## src/rtl/sfs_pkg.sv

```systemverilog
`timescale 1ns/1ps
package sfs_pkg;
  localparam int FLAG_CNT = 7;
  localparam int IX_HI  = 0;
  localparam int IX_LO  = 1;
  localparam int IX_RS  = 2;
  localparam int IX_CLR = 3;
  localparam int IX_OVL = 4;
  localparam int IX_OVP = 5;
  localparam int IX_EXT = 6;

  typedef enum logic [3:0] {
    ST_START = 4'b0001,
    ST_RUN   = 4'b0010,
    ST_STBY  = 4'b0100,
    ST_LATCH = 4'b1000
  } seq_state_t;
endpackage

```

## src/rtl/sfs_sync.sv

```systemverilog
`timescale 1ns/1ps
module sfs_sync #(
  parameter int WIDTH  = 7,
  parameter int STAGES = 2
) (
  input  logic             clk,
  input  logic             rst,
  input  logic [WIDTH-1:0] d,
  output logic [WIDTH-1:0] q
);
  logic [WIDTH-1:0] chain [STAGES];

  generate
    for (genvar s = 0; s < STAGES; s++) begin : g_stage
      if (s == 0) begin : g_first
        always_ff @(posedge clk) begin
          if (rst) chain[0] <= '0;
          else     chain[0] <= d;
        end
      end else begin : g_next
        always_ff @(posedge clk) begin
          if (rst) chain[s] <= '0;
          else     chain[s] <= chain[s-1];
        end
      end
    end
  endgenerate

  assign q = chain[STAGES-1];
endmodule

```

## src/rtl/sfs_fsm.sv

```systemverilog
`timescale 1ns/1ps
module sfs_fsm
  import sfs_pkg::*;
(
  input  logic                clk,
  input  logic                rst,
  input  logic [FLAG_CNT-1:0] flags,
  output logic                src_q,
  output logic                sw_q,
  output logic                ss_q,
  output logic                sb_q
);
  seq_state_t state_q, state_n;
  logic src_n, ss_n;

  logic hi, lo, rs, clr, ovl, ovp, ext;
  assign hi  = flags[IX_HI];
  assign lo  = flags[IX_LO];
  assign rs  = flags[IX_RS];
  assign clr = flags[IX_CLR];
  assign ovl = flags[IX_OVL];
  assign ovp = flags[IX_OVP];
  assign ext = flags[IX_EXT];

  always_comb begin
    state_n = state_q;
    src_n   = src_q;
    ss_n    = 1'b0;
    unique case (state_q)
      ST_START: begin
        src_n = 1'b1;
        if (hi) begin
          state_n = ST_RUN;
          src_n   = 1'b0;
          ss_n    = 1'b1;
        end
      end
      ST_RUN: begin
        if (hi) src_n = 1'b0;
        else if (lo && !src_q) begin
          if (ovl) state_n = ST_STBY;
          else     src_n   = 1'b1;
        end
      end
      ST_STBY: begin
        src_n = 1'b0;
        if (rs) begin
          state_n = ST_START;
          src_n   = 1'b1;
        end
      end
      ST_LATCH: begin
        if (hi)      src_n = 1'b0;
        else if (rs) src_n = 1'b1;
      end
      default: begin
        state_n = ST_START;
        src_n   = 1'b1;
      end
    endcase
    if (ovp || ext) begin
      state_n = ST_LATCH;
      ss_n    = 1'b0;
    end
    if (clr) begin
      state_n = ST_START;
      src_n   = 1'b1;
      ss_n    = 1'b0;
    end
  end

  always_ff @(posedge clk) begin
    if (rst) begin
      state_q <= ST_START;
      src_q   <= 1'b1;
      sw_q    <= 1'b0;
      ss_q    <= 1'b0;
      sb_q    <= 1'b0;
    end else begin
      state_q <= state_n;
      src_q   <= src_n;
      sw_q    <= (state_n == ST_RUN);
      ss_q    <= ss_n;
      sb_q    <= (state_n == ST_STBY);
    end
  end

  assert_state_onehot_R1: assert property (@(posedge clk) disable iff (rst)
    $onehot(state_q));

  assert_clear_wins_R1: assert property (@(posedge clk) disable iff (rst)
    clr |=> (state_q == ST_START) && src_q && !sw_q && !sb_q);

  assert_switch_only_running_R2: assert property (@(posedge clk) disable iff (rst)
    sw_q |-> (state_q == ST_RUN));

  assert_softstart_single_R3: assert property (@(posedge clk) disable iff (rst)
    ss_q |=> !ss_q);

  assert_overload_trip_R5: assert property (@(posedge clk) disable iff (rst)
    (state_q == ST_RUN && !src_q && !hi && lo && ovl && !ovp && !ext && !clr)
      |=> (state_q == ST_STBY) && !sw_q && !src_q && sb_q);

  assert_latch_hold_R9: assert property (@(posedge clk) disable iff (rst)
    (state_q == ST_LATCH && !clr) |=> (state_q == ST_LATCH) && !sw_q);
endmodule

```

## src/rtl/supply_fault_seq.sv

```systemverilog
`timescale 1ns/1ps
module supply_fault_seq
  import sfs_pkg::*;
#(
  parameter int SYNC_STAGES = 2
) (
  input  logic clk,
  input  logic rst,
  input  logic vcc_above_upper,
  input  logic vcc_below_lower,
  input  logic vcc_below_restart,
  input  logic vcc_below_clear,
  input  logic overload_flag,
  input  logic ovp_sample_flag,
  input  logic latch_request,
  output logic src_enable,
  output logic switch_enable,
  output logic softstart_trig,
  output logic standby_lowpwr
);
  logic [FLAG_CNT-1:0] raw_flags, sync_flags;

  always_comb begin
    raw_flags         = '0;
    raw_flags[IX_HI]  = vcc_above_upper;
    raw_flags[IX_LO]  = vcc_below_lower;
    raw_flags[IX_RS]  = vcc_below_restart;
    raw_flags[IX_CLR] = vcc_below_clear;
    raw_flags[IX_OVL] = overload_flag;
    raw_flags[IX_OVP] = ovp_sample_flag;
    raw_flags[IX_EXT] = latch_request;
  end

  sfs_sync #(.WIDTH(FLAG_CNT), .STAGES(SYNC_STAGES)) u_sync (
    .clk (clk),
    .rst (rst),
    .d   (raw_flags),
    .q   (sync_flags)
  );

  sfs_fsm u_fsm (
    .clk   (clk),
    .rst   (rst),
    .flags (sync_flags),
    .src_q (src_enable),
    .sw_q  (switch_enable),
    .ss_q  (softstart_trig),
    .sb_q  (standby_lowpwr)
  );
endmodule

```

## config.mk

```make
export PLATFORM = sky130hd
export DESIGN_NAME = supply_fault_seq
export DESIGN_NICKNAME = d
export VERILOG_FILES = /design/src/rtl/sfs_pkg.sv /design/src/rtl/sfs_sync.sv /design/src/rtl/sfs_fsm.sv /design/src/rtl/supply_fault_seq.sv
export SDC_FILE = /design/constraint.sdc
export NUM_CORES = 1
export LEC_CHECK = 0
export BUFFER_PORTS_ARGS = -buffer_cell sky130_fd_sc_hd__buf_2
export CORE_MARGIN = 2
export CORE_UTILIZATION = 51
export DETAILED_ROUTE_END_ITERATION = 10
export GPL_TIMING_DRIVEN = 0
export PLACE_DENSITY_LB_ADDON = 0.1
export SLEW_MARGIN = 20
export SYNTH_ARGS = -nofsm -noshare
export SYNTH_HDL_FRONTEND = slang
export SYNTH_SLANG_ARGS = --single-unit
export TNS_END_PERCENT = 1
```

## constraint.sdc

```tcl
create_clock -name clk -period 1.65 [get_ports clk]
set_clock_uncertainty 0.1 [all_clocks]
set_input_delay 0.2475 -clock clk [delete_from_list [all_inputs] [get_ports clk]]
set_output_delay 0.2475 -clock clk [all_outputs]
set_load 0.05 [all_outputs]
```

==> results.md <==
- Worst setup margin: 226.3 ps
- Pwr per Cell Area: 971.3 nW/µm²
- Die area: 1865 µm²
- Synth Net Count: 89
- Achievable frequency: 702.4 MHz
- Root Buffer: clkbuf_4
- Antenna cells: 0
- CP max stage cell: or4b_1
- Routed length per instance: 10.96 µm
- CP cell instances: or4b_1, a32oi_1, nor3_1, o221ai_1
- Routed Antenna Nets: 0
- Post-synthesis register bit count: 22
- Layout cells sized above 1: 18.95%
- Die height: 43.19 µm
- Finished Layout Cells: 111
- CTS Buffer Depth: 2
- I/O Pins: 13
- Least-Margin Pin Slew: 398.1 ps
- Max incr delay on CP: 510 ps
- Top-count cell post-synth: dfxtp_1
- Gr ovfl total: 0
- Synth cell types: 25
- Top-area cell type share of the netlist area: 56.23%
- Post-synth EDFFs: 0
- Maxcap violations: 0
- Worst hold path type: primary input to register
- Unrepaired setup endpoints after global routing: false
- DRC viols: 0
- Maximum vdd ir drop: 0.0005928 V
- Initial drt markers: 4
- Largest net degree at the start of global routing: 12
- Main flop type after synthesis: dfxtp_1
- PostCTS Resize Cnt: 0
- P_leak: 0.3543 nW
- Status: finished, final reports clean
- Starting density of the core: 53.23%
- Asr flop ratio synth: 0%
- Floorplan Core Area: 1471 µm²
- Clk Latency, worst-skew pair: 290 ps
- Antenna violations before repair: 0
- Die X-Extent: 43.19 µm
- Largest area contributor in the netlist: dfxtp_1
- Synthesized cell area: 783.3 µm²
- Cts bufs inserted: 3
- Post-route cell area: 885.9 µm²
- Dpl hpwl: 891.1 µm
- # clock sinks: 22
- Max FO, Critical Path: 4
- Sequential area share after synthesis: 56.23%
- Crit path capture type: register
- Tot GR Track Use: 14.72%
- Final Setup Violations: 0
- Drt first pass iters: 4
- Rows: 14
- Post-Place Cells: 108
- Final Max Slew Viols: 0
- First-pass GRT wire length: 2014 µm
- Number of post-CTS setup repair buffers: 0
- Avg Cell Area, Syn: 9.791 µm²
- Final setup TNS: 0 ps
- WS Path Type: register to register
- Syn Inst Count: 80
- Final wirelength: 1217 µm
- Total power: 0.8604 mW
- NumNets Final: 106
- Syn-to-layout area delta: 13.10%
- Vias post-DR: 604
- Crit path arrival time: 1550 ps
- Synth Warn #: 0
- CTS tree: built
- Vias/cell: 5.441
- CTS Hold Bufs: 0
- H-tree lvl count: 1
- Placer Congestion: 0.7980
- Top cells by area, synth: dfxtp_1 56%, nor2b_1 12%, nor3_1 5.8%
- Number of global-route vias before repair: 510
- Slew HR: 73.46%
- Commonest cells in the netlist: 22 x dfxtp_1, 15 x nor2b_1, 9 x nor3_1
- CTS clk-pin slew, worst paths: 110 ps
- Dpl ws: 242.2 ps
- DP Area: 863.3 µm²
- Fin crit period: 1424 ps
- Critical Path Source Type: register
- Buffers added on ports: 12
- Worst EP required: 1770 ps
- Final period util: 86.28%
- Final hold vios: 0
==> final cells by class <==
type / instances / area [µm²]
multi-input combinational: 51 / 309.0
timing repair buffer: 12 / 60.06
tap: 16 / 20.02
inverter: 3 / 11.26
clock buffer: 3 / 22.52
sequential: 22 / 440.4
fill: 137 / 585.6
buffer: 4 / 22.52
==> metal layers <==
metal,GRT usage (%),part of all wire [%]
met1,15.43,44
met2,24.78,50
met3,2.553,3.8
met4,12.73,2.4
met5,0,0
==> final timing paths <==
path                       from                 end  slack, ps  cells after the start
min reg2reg  u_sync.chain[0][6]  u_sync.chain[1][6]        350                      1
max reg2reg         u_fsm.src_q         u_fsm.src_q        230                      4
max                 u_fsm.src_q         u_fsm.src_q        230                      4
min               overload_flag  u_sync.chain[0][4]         50                      2
==> per-stage QoR <==
step	utilization, %	hold WS (ps)
after floorplan	-	219.1
after global placement	58.67	315.7
after detailed placement	58.67	325.8
after CTS	60.20	45.75
after global routing	60.20	52.57
final	60.20	54.70
==> registers in the layout (all words and copies together), names as in the netlist <==
name / flops
u_fsm.ss_q: 1
u_sync.chain: 14
u_fsm.src_q: 1
u_fsm.state_q: 4
u_fsm.sw_q: 1
u_fsm.sb_q: 1
==> report_power, final <==
group	internal [mW]	switching (mW)	total [mW]
logic	0.0320	0.0409	0.0729
clock network	0.0849	0.139	0.224
registers	0.552	0.0109	0.563
==> cell families (layout without fill, tap and decap cells) <==
kind of cell,after synthesis,in the layout,share of synthesized area [%]
AOI/OAI and AO/OA,11,11,10.38
buffers and inverters,7,22,4.313
DFF,22,22,56.23
and+or+nand+nor,40,40,29.07
==> critical path, delay by kind of cell, from the launching register on <==
| family | cells | cell delay (ps) |
|---|---|---|
| and+or+nand+nor | 2 | 570 |
| DFF | 1 | 350 |
| AOI/OAI and AO/OA | 2 | 340 |
==> layout by cell type (no fill, tap or decap) <==
| cell type | count |
|---|---|
| nor2_1 | 6 |
| and3b_1 | 1 |
| dfxtp_1 | 22 |
| o311a_1 | 1 |
| clkbuf_1 | 2 |
| o31a_1 | 1 |
| inv_1 | 2 |
| buf_4 | 2 |
| a41oi_1 | 1 |
| a32oi_1 | 1 |
| o41ai_1 | 1 |
| nand3_1 | 1 |
| o221ai_1 | 1 |
| inv_2 | 1 |
| buf_2 | 12 |
| nor3_1 | 9 |
| a21oi_1 | 3 |
| nor3b_1 | 2 |
| nand2_1 | 2 |
| nor4_1 | 1 |
| clkbuf_4 | 3 |
| nand3b_1 | 1 |
| nor2b_1 | 15 |
| or4b_1 | 1 |
| o21ai_0 | 1 |
| and2_1 | 1 |
| o31ai_1 | 1 |
Power figures use the tool's default switching activity.
